===== config.mk =====
export PLATFORM = sky130hd
export DESIGN_NAME = xlat_cache
export DESIGN_NICKNAME = d
export VERILOG_FILES = /design/src/rtl/xlat_pkg.sv /design/src/rtl/xlat_tag_bank.sv /design/src/rtl/xlat_delta_store.sv /design/src/rtl/xlat_cache.sv
export SDC_FILE = /design/constraint.sdc
export NUM_CORES = 2
export LEC_CHECK = 0
export BUFFER_PORTS_ARGS = -buffer_cell sky130_fd_sc_hd__buf_4
export CORE_UTILIZATION = 55
export CTS_CLUSTER_SIZE = 8
export DETAILED_ROUTE_END_ITERATION = 8
export HOLD_SLACK_MARGIN = 0.02
export PLACE_DENSITY = 0.74
export SYNTH_ARGS = -nofsm -noshare
export SYNTH_HDL_FRONTEND = slang
export SYNTH_SLANG_ARGS = --single-unit

===== constraint.sdc =====
create_clock -name clk -period 7.75 [get_ports clk]
set_input_delay 1.1625 -clock clk [delete_from_list [all_inputs] [get_ports clk]]
set_output_delay 1.1625 -clock clk [all_outputs]
set_load 0.02 [all_outputs]

===== src/rtl/xlat_pkg.sv =====
package xlat_pkg;

  // fixed 4 KiB pages
  localparam int PG_SHIFT = 12;
  localparam int N_KINDS  = 3;

  // access kind codes seen on the ports
  typedef enum logic [1:0] {
    KIND_FETCH = 2'b00,
    KIND_LOAD  = 2'b01,
    KIND_STORE = 2'b10,
    KIND_SPARE = 2'b11
  } acc_kind_e;

  // tag-bank slot per kind: 0 fetch, 1 load, 2 store; spare code behaves as load
  function automatic logic [1:0] kind_slot(input logic [1:0] kind);
    logic [1:0] slot;
    case (kind)
      KIND_FETCH: slot = 2'd0;
      KIND_STORE: slot = 2'd2;
      default:    slot = 2'd1;
    endcase
    return slot;
  endfunction

endpackage


===== src/rtl/xlat_tag_bank.sv =====
module xlat_tag_bank #(
  parameter int ENTRIES = 16,
  parameter int VPN_W   = 20,
  parameter int SLOT    = 0
) (
  input  logic             clk,
  input  logic             rst_n,
  input  logic             flush,
  input  logic             rf_valid,
  input  logic [1:0]       rf_slot,
  input  logic [VPN_W-1:0] rf_vpn,
  input  logic [VPN_W-1:0] lk_vpn,
  output logic             lk_match
);
  localparam int         IDX_W   = $clog2(ENTRIES);
  localparam int         TAG_W   = VPN_W + 1;   // extra top bit keeps the invalid pattern unmatchable
  localparam logic [1:0] MY_SLOT = 2'(SLOT);

  logic [TAG_W-1:0] tag_q [ENTRIES];

  logic [IDX_W-1:0] rf_idx;
  logic [IDX_W-1:0] lk_idx;
  logic [TAG_W-1:0] rf_tag;
  logic [TAG_W-1:0] lk_tag;

  assign rf_idx = rf_vpn[IDX_W-1:0];
  assign lk_idx = lk_vpn[IDX_W-1:0];
  assign rf_tag = {1'b0, rf_vpn};
  assign lk_tag = {1'b0, lk_vpn};

  always_ff @(posedge clk or negedge rst_n) begin
    if (!rst_n) begin
      for (int i = 0; i < ENTRIES; i++) tag_q[i] <= '1;
    end else if (flush) begin
      for (int i = 0; i < ENTRIES; i++) tag_q[i] <= '1;
    end else if (rf_valid) begin
      if (rf_slot == MY_SLOT) begin
        tag_q[rf_idx] <= rf_tag;
      end else if (tag_q[rf_idx] != rf_tag) begin
        // another kind is filling this entry with a different page
        tag_q[rf_idx] <= '1;
      end
    end
  end

  assign lk_match = (tag_q[lk_idx] == lk_tag);

endmodule


===== src/rtl/xlat_delta_store.sv =====
module xlat_delta_store #(
  parameter int ENTRIES = 16,
  parameter int ADDR_W  = 32
) (
  input  logic                       clk,
  input  logic                       rst_n,
  input  logic                       wr_en,
  input  logic [$clog2(ENTRIES)-1:0] wr_idx,
  input  logic [ADDR_W-1:0]          wr_delta,
  input  logic [$clog2(ENTRIES)-1:0] rd_idx,
  output logic [ADDR_W-1:0]          rd_delta
);
  logic [ADDR_W-1:0] delta_q [ENTRIES];

  always_ff @(posedge clk or negedge rst_n) begin
    if (!rst_n) begin
      for (int i = 0; i < ENTRIES; i++) delta_q[i] <= '0;
    end else if (wr_en) begin
      delta_q[wr_idx] <= wr_delta;
    end
  end

  assign rd_delta = delta_q[rd_idx];

endmodule


===== src/rtl/xlat_cache.sv =====
module xlat_cache #(
  parameter int ENTRIES = 16,
  parameter int ADDR_W  = 32
) (
  input  logic              clk,
  input  logic              rst_n,
  input  logic              lk_valid,
  input  logic [ADDR_W-1:0] lk_va,
  input  logic [1:0]        lk_kind,
  output logic              lk_hit,
  output logic [2:0]        lk_hit_vec,
  output logic [ADDR_W-1:0] lk_pa,
  input  logic              rf_valid,
  input  logic [ADDR_W-1:0] rf_va,
  input  logic [ADDR_W-1:0] rf_pa,
  input  logic [1:0]        rf_kind,
  input  logic              flush
);
  import xlat_pkg::*;

  localparam int VPN_W = ADDR_W - PG_SHIFT;
  localparam int IDX_W = $clog2(ENTRIES);

  logic [VPN_W-1:0]   lk_vpn;
  logic [VPN_W-1:0]   rf_vpn;
  logic [1:0]         lk_slot;
  logic [1:0]         rf_slot;
  logic [N_KINDS-1:0] match;
  logic [ADDR_W-1:0]  rd_delta;

  assign lk_vpn  = lk_va[ADDR_W-1:PG_SHIFT];
  assign rf_vpn  = rf_va[ADDR_W-1:PG_SHIFT];
  assign lk_slot = kind_slot(lk_kind);
  assign rf_slot = kind_slot(rf_kind);

  // one tag bank per access kind
  for (genvar g = 0; g < N_KINDS; g++) begin : g_bank
    xlat_tag_bank #(
      .ENTRIES(ENTRIES),
      .VPN_W  (VPN_W),
      .SLOT   (g)
    ) u_bank (
      .clk     (clk),
      .rst_n   (rst_n),
      .flush   (flush),
      .rf_valid(rf_valid),
      .rf_slot (rf_slot),
      .rf_vpn  (rf_vpn),
      .lk_vpn  (lk_vpn),
      .lk_match(match[g])
    );
  end

  // shared translation difference, dropped when a flush wins
  xlat_delta_store #(
    .ENTRIES(ENTRIES),
    .ADDR_W (ADDR_W)
  ) u_delta (
    .clk     (clk),
    .rst_n   (rst_n),
    .wr_en   (rf_valid && !flush),
    .wr_idx  (rf_vpn[IDX_W-1:0]),
    .wr_delta(rf_pa - rf_va),
    .rd_idx  (lk_vpn[IDX_W-1:0]),
    .rd_delta(rd_delta)
  );

  assign lk_hit_vec = lk_valid ? match : 3'b000;

  always_comb begin
    case (lk_slot)
      2'd0:    lk_hit = lk_hit_vec[0];
      2'd1:    lk_hit = lk_hit_vec[1];
      default: lk_hit = lk_hit_vec[2];
    endcase
  end

  assign lk_pa = lk_hit ? (lk_va + rd_delta) : '0;

endmodule


# Yosys cells after proc, flatten, opt, wreduce, memory -nomap -nowiden
# Cells that the tools add are included.
[totals]
reg_bits = 1520
in_bits = 105
out_inout_bits = 36
word_cells = 145
[op_classes]
addsub = 2
n_lt_le_gt_ge = 3
n_eq_ne = 11
mux = 46
n_bitwise = 5
n_reduce_logical = 14
[op_table]
columns = ["cell", "n"]
rows = [
  ["2-to-1 mux 336 bit", 12],
  ["bitwise mux 336 bit", 3],
  ["OR 336 bit", 3],
  ["bitwise mux 512 bit", 1],
  ["binary-select mux 21 bit (select 4 bit)", 6],
  ["2-to-1 mux 21 bit", 13],
  ["binary-select mux 32 bit (select 4 bit)", 1],
  ["demux 32 bit (select 4 bit)", 1],
  ["2-to-1 mux 32 bit", 4],
  ["demux 21 bit (select 4 bit)", 1],
  ["== test 21 x 20 -> 1 bit", 3],
  ["inequality test 21 x 20 -> 1 bit", 3],
  ["adder 32 bit", 1],
  ["subtractor 32 bit", 1],
  [">= comparator 5 bit, second input constant", 2],
  ["NOT 4 -> 5 bit", 2],
  ["nonzero test 3 bit", 3],
  ["zero test 2 bit", 4],
  ["case mux 2 bit (2 select lines)", 2],
  ["== test 2 bit, second input constant", 3],
  ["AND reduction 2 bit", 3],
  ["less-than comparator 5 x 1 -> 1 bit, second input constant", 1],
  ["== test 2 x 1 -> 1 bit, second input constant", 2],
  ["2-to-1 mux 3 bit", 1],
  ["4 further kinds", 5],
]

# Logic depth before layout (Yosys ltp)
[depth]
ltp_word = 10
mapped_depth = 24
ltp_nobuf = 15

# By module
# From an unflattened synthesis, not the netlist that was laid out.
[hier_totals]
hier_cells = 7773
hier_area_um2 = 87592.8
[by_module_without_submodules]
columns = ["module", "instances", "cells_each", "area_each_um2", "seq_area_each_um2"]
rows = [
  ["xlat_tag_bank at g_bank[1].u_bank ...", 2, 1933, 20588.5, 8828.5],
  ["xlat_delta_store", 1, 1404, 22774.3, 12812.3],
  ["xlat_tag_bank at g_bank[0].u_bank", 1, 1912, 19686.4, 8828.5],
  ["xlat_cache", 1, 591, 3955.0, 0.0],
]

# Worst setup path before layout
# OpenSTA, ideal clock, no wires.
[synth_timing]
path_kind = "input to output"
startpoint = "in lk_va[12]"
endpoint = "out lk_pa[31]"
arrival_time_ns = 6.413
required_time_ns = 6.588
setup_slack_ns = 0.174
path_stages = 22
n_path_buf = 9
cell_sequence = "buf_4 > buf_4 > buf_6 > buf_6 > buf_4 > buf_2 > buf_2 > buf_1 > buf_2 > mux4_2 > mux4_2 > ha_1 > a211oi_1 > nor2_1 > a311o_1 > o2111ai_1 > a31oi_1 > a21oi_1 > nand3b_1 > a21oi_1 > xnor2_1 > nor2_1"
[synth_between]
elab_chain_cells = 8
elab_cells_between_ends = 20
classes_between = "add/sub: 1; eq/ne: 3; mux: 15; bitwise: 1"
[synth_rtl]
columns = ["element", "line_no", "text"]
rows = [
  ["from (decl)", "xlat_cache.sv:8", "input logic [ADDR_W-1:0] lk_va,"],
  ["parallel branches: the longest is 7 deep, another holds adder 32 bit", "--", ""],
  ["2-to-1 mux 32 bit (*)", "xlat_cache.sv:78", "assign lk_pa = lk_hit ? (lk_va + rd_delta) : '0;"],
  ["to (decl)", "xlat_cache.sv:12", "output logic [ADDR_W-1:0] lk_pa,"],
]
# Every way passes the cells marked *. The select of a mux whose other input is x is not followed.

# Worst setup path in the final report
[layout_timing]
startpoint = "in lk_va[13]"
endpoint = "out lk_pa[15]"
# Same word-level chain as after synthesis.

==> flow_summary.json <==
{
  "run_status": "finished with violations",
  "violations": "capacitance limit",
  "synthDominantCellAreaShare_pct": 32.3,
  "leading_area_contributor_after_synthesis": "sky130_fd_sc_hd__dfstp_2",
  "yosysWarnings": 0,
  "critical_path.endpoint_type": "output pin",
  "synth_sequential_area_ratio_pct": 47.9,
  "cts_buffers": 207,
  "synth-seq-cells": 1520,
  "cts.hold.buffers_added": 0,
  "worst_reg_to_reg_path_cell_count": 9,
  "die-area_mm2": 0.151,
  "routedWlPerCell_um": 31.7,
  "grtUsageTotal_pct": 36.8,
  "synth_most_common_cell": "sky130_fd_sc_hd__dfstp_2",
  "cp_data_arrival_time_ns": 6.09,
  "clockRootBuffer": "sky130_fd_sc_hd__clkbuf_16",
  "number_of_antenna_violations_at_the_first_check_in_global_routing": 20,
  "slowest_delay_ns": 0.90,
  "placementRows": 141,
  "cp.depth": 13,
  "critical-path-top-delay-family": "compound AO/OA/AOI/OAI gates",
  "die-height_um": 388,
  "synthTopCellsByCount": "1008 x sky130_fd_sc_hd__dfstp_2, 735 x sky130_fd_sc_hd__o22a_1, 700 x sky130_fd_sc_hd__nand2_1, 635 x sky130_fd_sc_hd__mux4_2, 583 x sky130_fd_sc_hd__o21ai_0",
  "slowest_stage": "sky130_fd_sc_hd__a21oi_4",
  "timing_worst_slew_pin_value_ns": 1.49,
  "globalRoute.totalOverflow": 0,
  "place.detailed.hpwl_um": 164000,
  "drt_first_pass_iters": 6,
  "slew_headroom_pct": 0.508,
  "fmax_mhz": 138,
  "final_antenna_net_count": 0,
  "period_share_pct": 93.5,
  "cp.required_ns": 6.59,
  "vias_per_cell": 7.24,
  "clock_sinks": 1520,
  "rsz0062_at_grt": "no",
  "post_cts.repair.setup_buffers": 0,
  "fin_nets": 6844,
  "timing.hold.ws_ns": 0.280,
  "fin_skew_ns": 0.0422,
  "drive_above_1_share_pct": 34.9,
  "finalWirelength_um": 276000,
  "worst_setup_hold_path_clk_slew_ns": 0.05,
  "count_of_cells_resized_by_post_cts_repair": 0,
  "timing.critical_path.cells": "buf_8 > buf_4 > nor2b_1 > a221oi_1 > o21ai_0 > a21boi_0 > o21ai_0 > a2111oi_0 > nand4_1 > a21oi_1 > a21oi_4 > nor2_1 > buf_4",
  "peakVddDrop_mv": 0.278,
  "gp_congestion": 0.938,
  "yosys_cell_types": 78,
  "total_leakage_power_nw": 33.5,
  "detailroute.via_count": 62900,
  "drt_drc_violations_left": 0,
  "async_flop_share_pct": 100,
  "synth.net_count": 7013,
  "critical_path_peak_fanout": 66,
  "crit_path_start_kind": "input port",
  "largest_net_degree_at_the_start_of_global_routing": 183,
  "timing.final.crit_period_ns": 7.25,
  "worst_hold_path_type": "input port to asynchronous set/reset pin",
  "pin_count": 141,
  "grt_pass1_vias": 62900,
  "slew_violations": 0,
  "power-per-cell-area_mw_per_mm2": 229,
  "wire_length_of_the_first_global_routing_pass_um": 412000,
  "post_synth_instance_area_mm2": 0.0820,
  "post-layout-total-power_w": 0.0206,
  "place.port_buffers": 140,
  "synth-edff-count": 0,
  "yosys-top-cells-area": "sky130_fd_sc_hd__dfstp_2 32%, sky130_fd_sc_hd__mux4_2 17%, sky130_fd_sc_hd__dfrtp_1 16%",
  "ys.flop_type": "sky130_fd_sc_hd__dfstp_2",
  "htree_num_levels": 4,
  "final.fill_count": 11300,
  "cts_max_path_buffers": 3,
  "floorplan.initialDensity_pct": 55.5,
  "floorplan.core_area_mm2": 0.148,
  "timing_worst_setup_path_type": "input port to output pin",
  "final_hold_viol_count": 0,
  "postSynthAreaPerCell_um2": 12.0,
  "first_iter_violations": 8096,
  "setup_total_negative_slack_ns": 0,
  "synthesis.instances": 6844,
  "die_width_um": 388,
  "buf_inv_on_cp": 3,
  "drv.max_cap_violation_count": 1,
  "setup_violations": 0,
  "areaGrowthSynthToFinish_pct": 9.81,
  "worstSkewPairLatency_ns": 0.87,
  "tritoncts": "done"
}
-- cell families after synthesis --
family                   synth area share [%]
flip-flops                               47.9
AO/OA/AOI/OAI                            18.2
buffers and inverters                    3.89
XOR/XNOR                                 1.93
multiplexers                             19.5
AND/OR/NAND/NOR                          7.54
adder cells (fa/ha/maj)                 0.995
-- layout by cell type (no fill, tap or decap), types with 47 or more instances in the layout --
cell / n
sky130_fd_sc_hd__mux2_2: 69
sky130_fd_sc_hd__clkbuf_16: 207
sky130_fd_sc_hd__dfrtp_1: 512
sky130_fd_sc_hd__a2bb2oi_1: 162
sky130_fd_sc_hd__inv_1: 59
sky130_fd_sc_hd__a21oi_1: 299
sky130_fd_sc_hd__mux2i_1: 90
sky130_fd_sc_hd__or2_2: 72
sky130_fd_sc_hd__mux4_2: 635
sky130_fd_sc_hd__o21ai_0: 583
sky130_fd_sc_hd__nand2_1: 684
sky130_fd_sc_hd__nor2_1: 344
sky130_fd_sc_hd__clkbuf_1: 49
sky130_fd_sc_hd__nor3_1: 49
sky130_fd_sc_hd__ha_1: 62
sky130_fd_sc_hd__o22a_1: 735
sky130_fd_sc_hd__o21a_1: 149
sky130_fd_sc_hd__dfstp_2: 1008
sky130_fd_sc_hd__xor2_1: 47
sky130_fd_sc_hd__buf_4: 271
sky130_fd_sc_hd__xnor2_1: 133
-- per-layer routing --
layer | global-route usage [%] | share of wire, % | routed length, µm | vias up
met5 | 0 | 0.040 | 111 | -
met1 | 47.5 | 36 | 99500 | 32100
met2 | 53.1 | 44 | 120000 | 4316
li1 | - | - | - | 25400
met4 | 21.1 | 6.2 | 17000 | 18
met3 | 14.1 | 14 | 38700 | 1018
-- path summary, 6_finish.rpt --
| path | from | to | slack (ns) |
|---|---|---|---|
| setup / recovery | lk_va[13] | lk_pa[15] | 0.50 |
| hold / removal | rst_n | u_delta.delta_q[441]$_DFFE_PN0P_ | 0.28 |
| setup reg to reg | g_bank[1].u_bank.tag_q[123]$_DFFE_PN1P_ | g_bank[1].u_bank.tag_q[210]$_DFFE_PN1P_ | 3.03 |
| hold reg to reg | u_delta.delta_q[511]$_DFFE_PN0P_ | u_delta.delta_q[511]$_DFFE_PN0P_ | 0.47 |
| max in group asynchronous | rst_n | g_bank[1].u_bank.tag_q[335]$_DFFE_PN1P_ | 5.52 |
| min in group clk | u_delta.delta_q[511]$_DFFE_PN0P_ | u_delta.delta_q[511]$_DFFE_PN0P_ | 0.47 |
-- through the flow --
| stage | area, µm² | instances | utilization (%) | setup WS, ns |
|---|---|---|---|---|
| floorplan | 82000 | 6844 | - | 0.174 |
| global placement | 84200 | 8396 | 57.0 | 0.657 |
| detailed placement | 84200 | 8396 | 57.0 | 0.699 |
| CTS | 90000 | 8667 | 60.9 | 0.668 |
| global route | 90000 | 8669 | 60.9 | 0.303 |
| finish | 90000 | 8686 | 60.9 | 0.500 |
-- report_power, final --
part	total (W)	switching (W)	internal, W	leakage, nW
clock	0.00832	0.00352	0.00480	2.76
combinational	0.00317	0.00191	0.00126	13.5
sequential	0.00912	0.000400	0.00872	17.2
-- flip-flops by register name, indices dropped and copies added, names as in the netlist --
register	flops
g_bank.u_bank.tag_q	1008
u_delta.delta_q	512
-- final cells by class --
cell class / count / area, µm² / area share [%]
Antenna cell: 19 / 47.5 / 0.0528
Inverter: 67 / 259 / 0.288
Clock buffer: 256 / 5360 / 5.96
Timing Repair Buffer: 303 / 2650 / 2.95
Tap cell: 1930 / 2410 / 2.68
Sequential cell: 1520 / 39300 / 43.7
Clock inverter: 15 / 375 / 0.417
Multi-Input combinational cell: 4576 / 39600 / 44.0
Note: power is estimated with default switching activity, not from simulation.
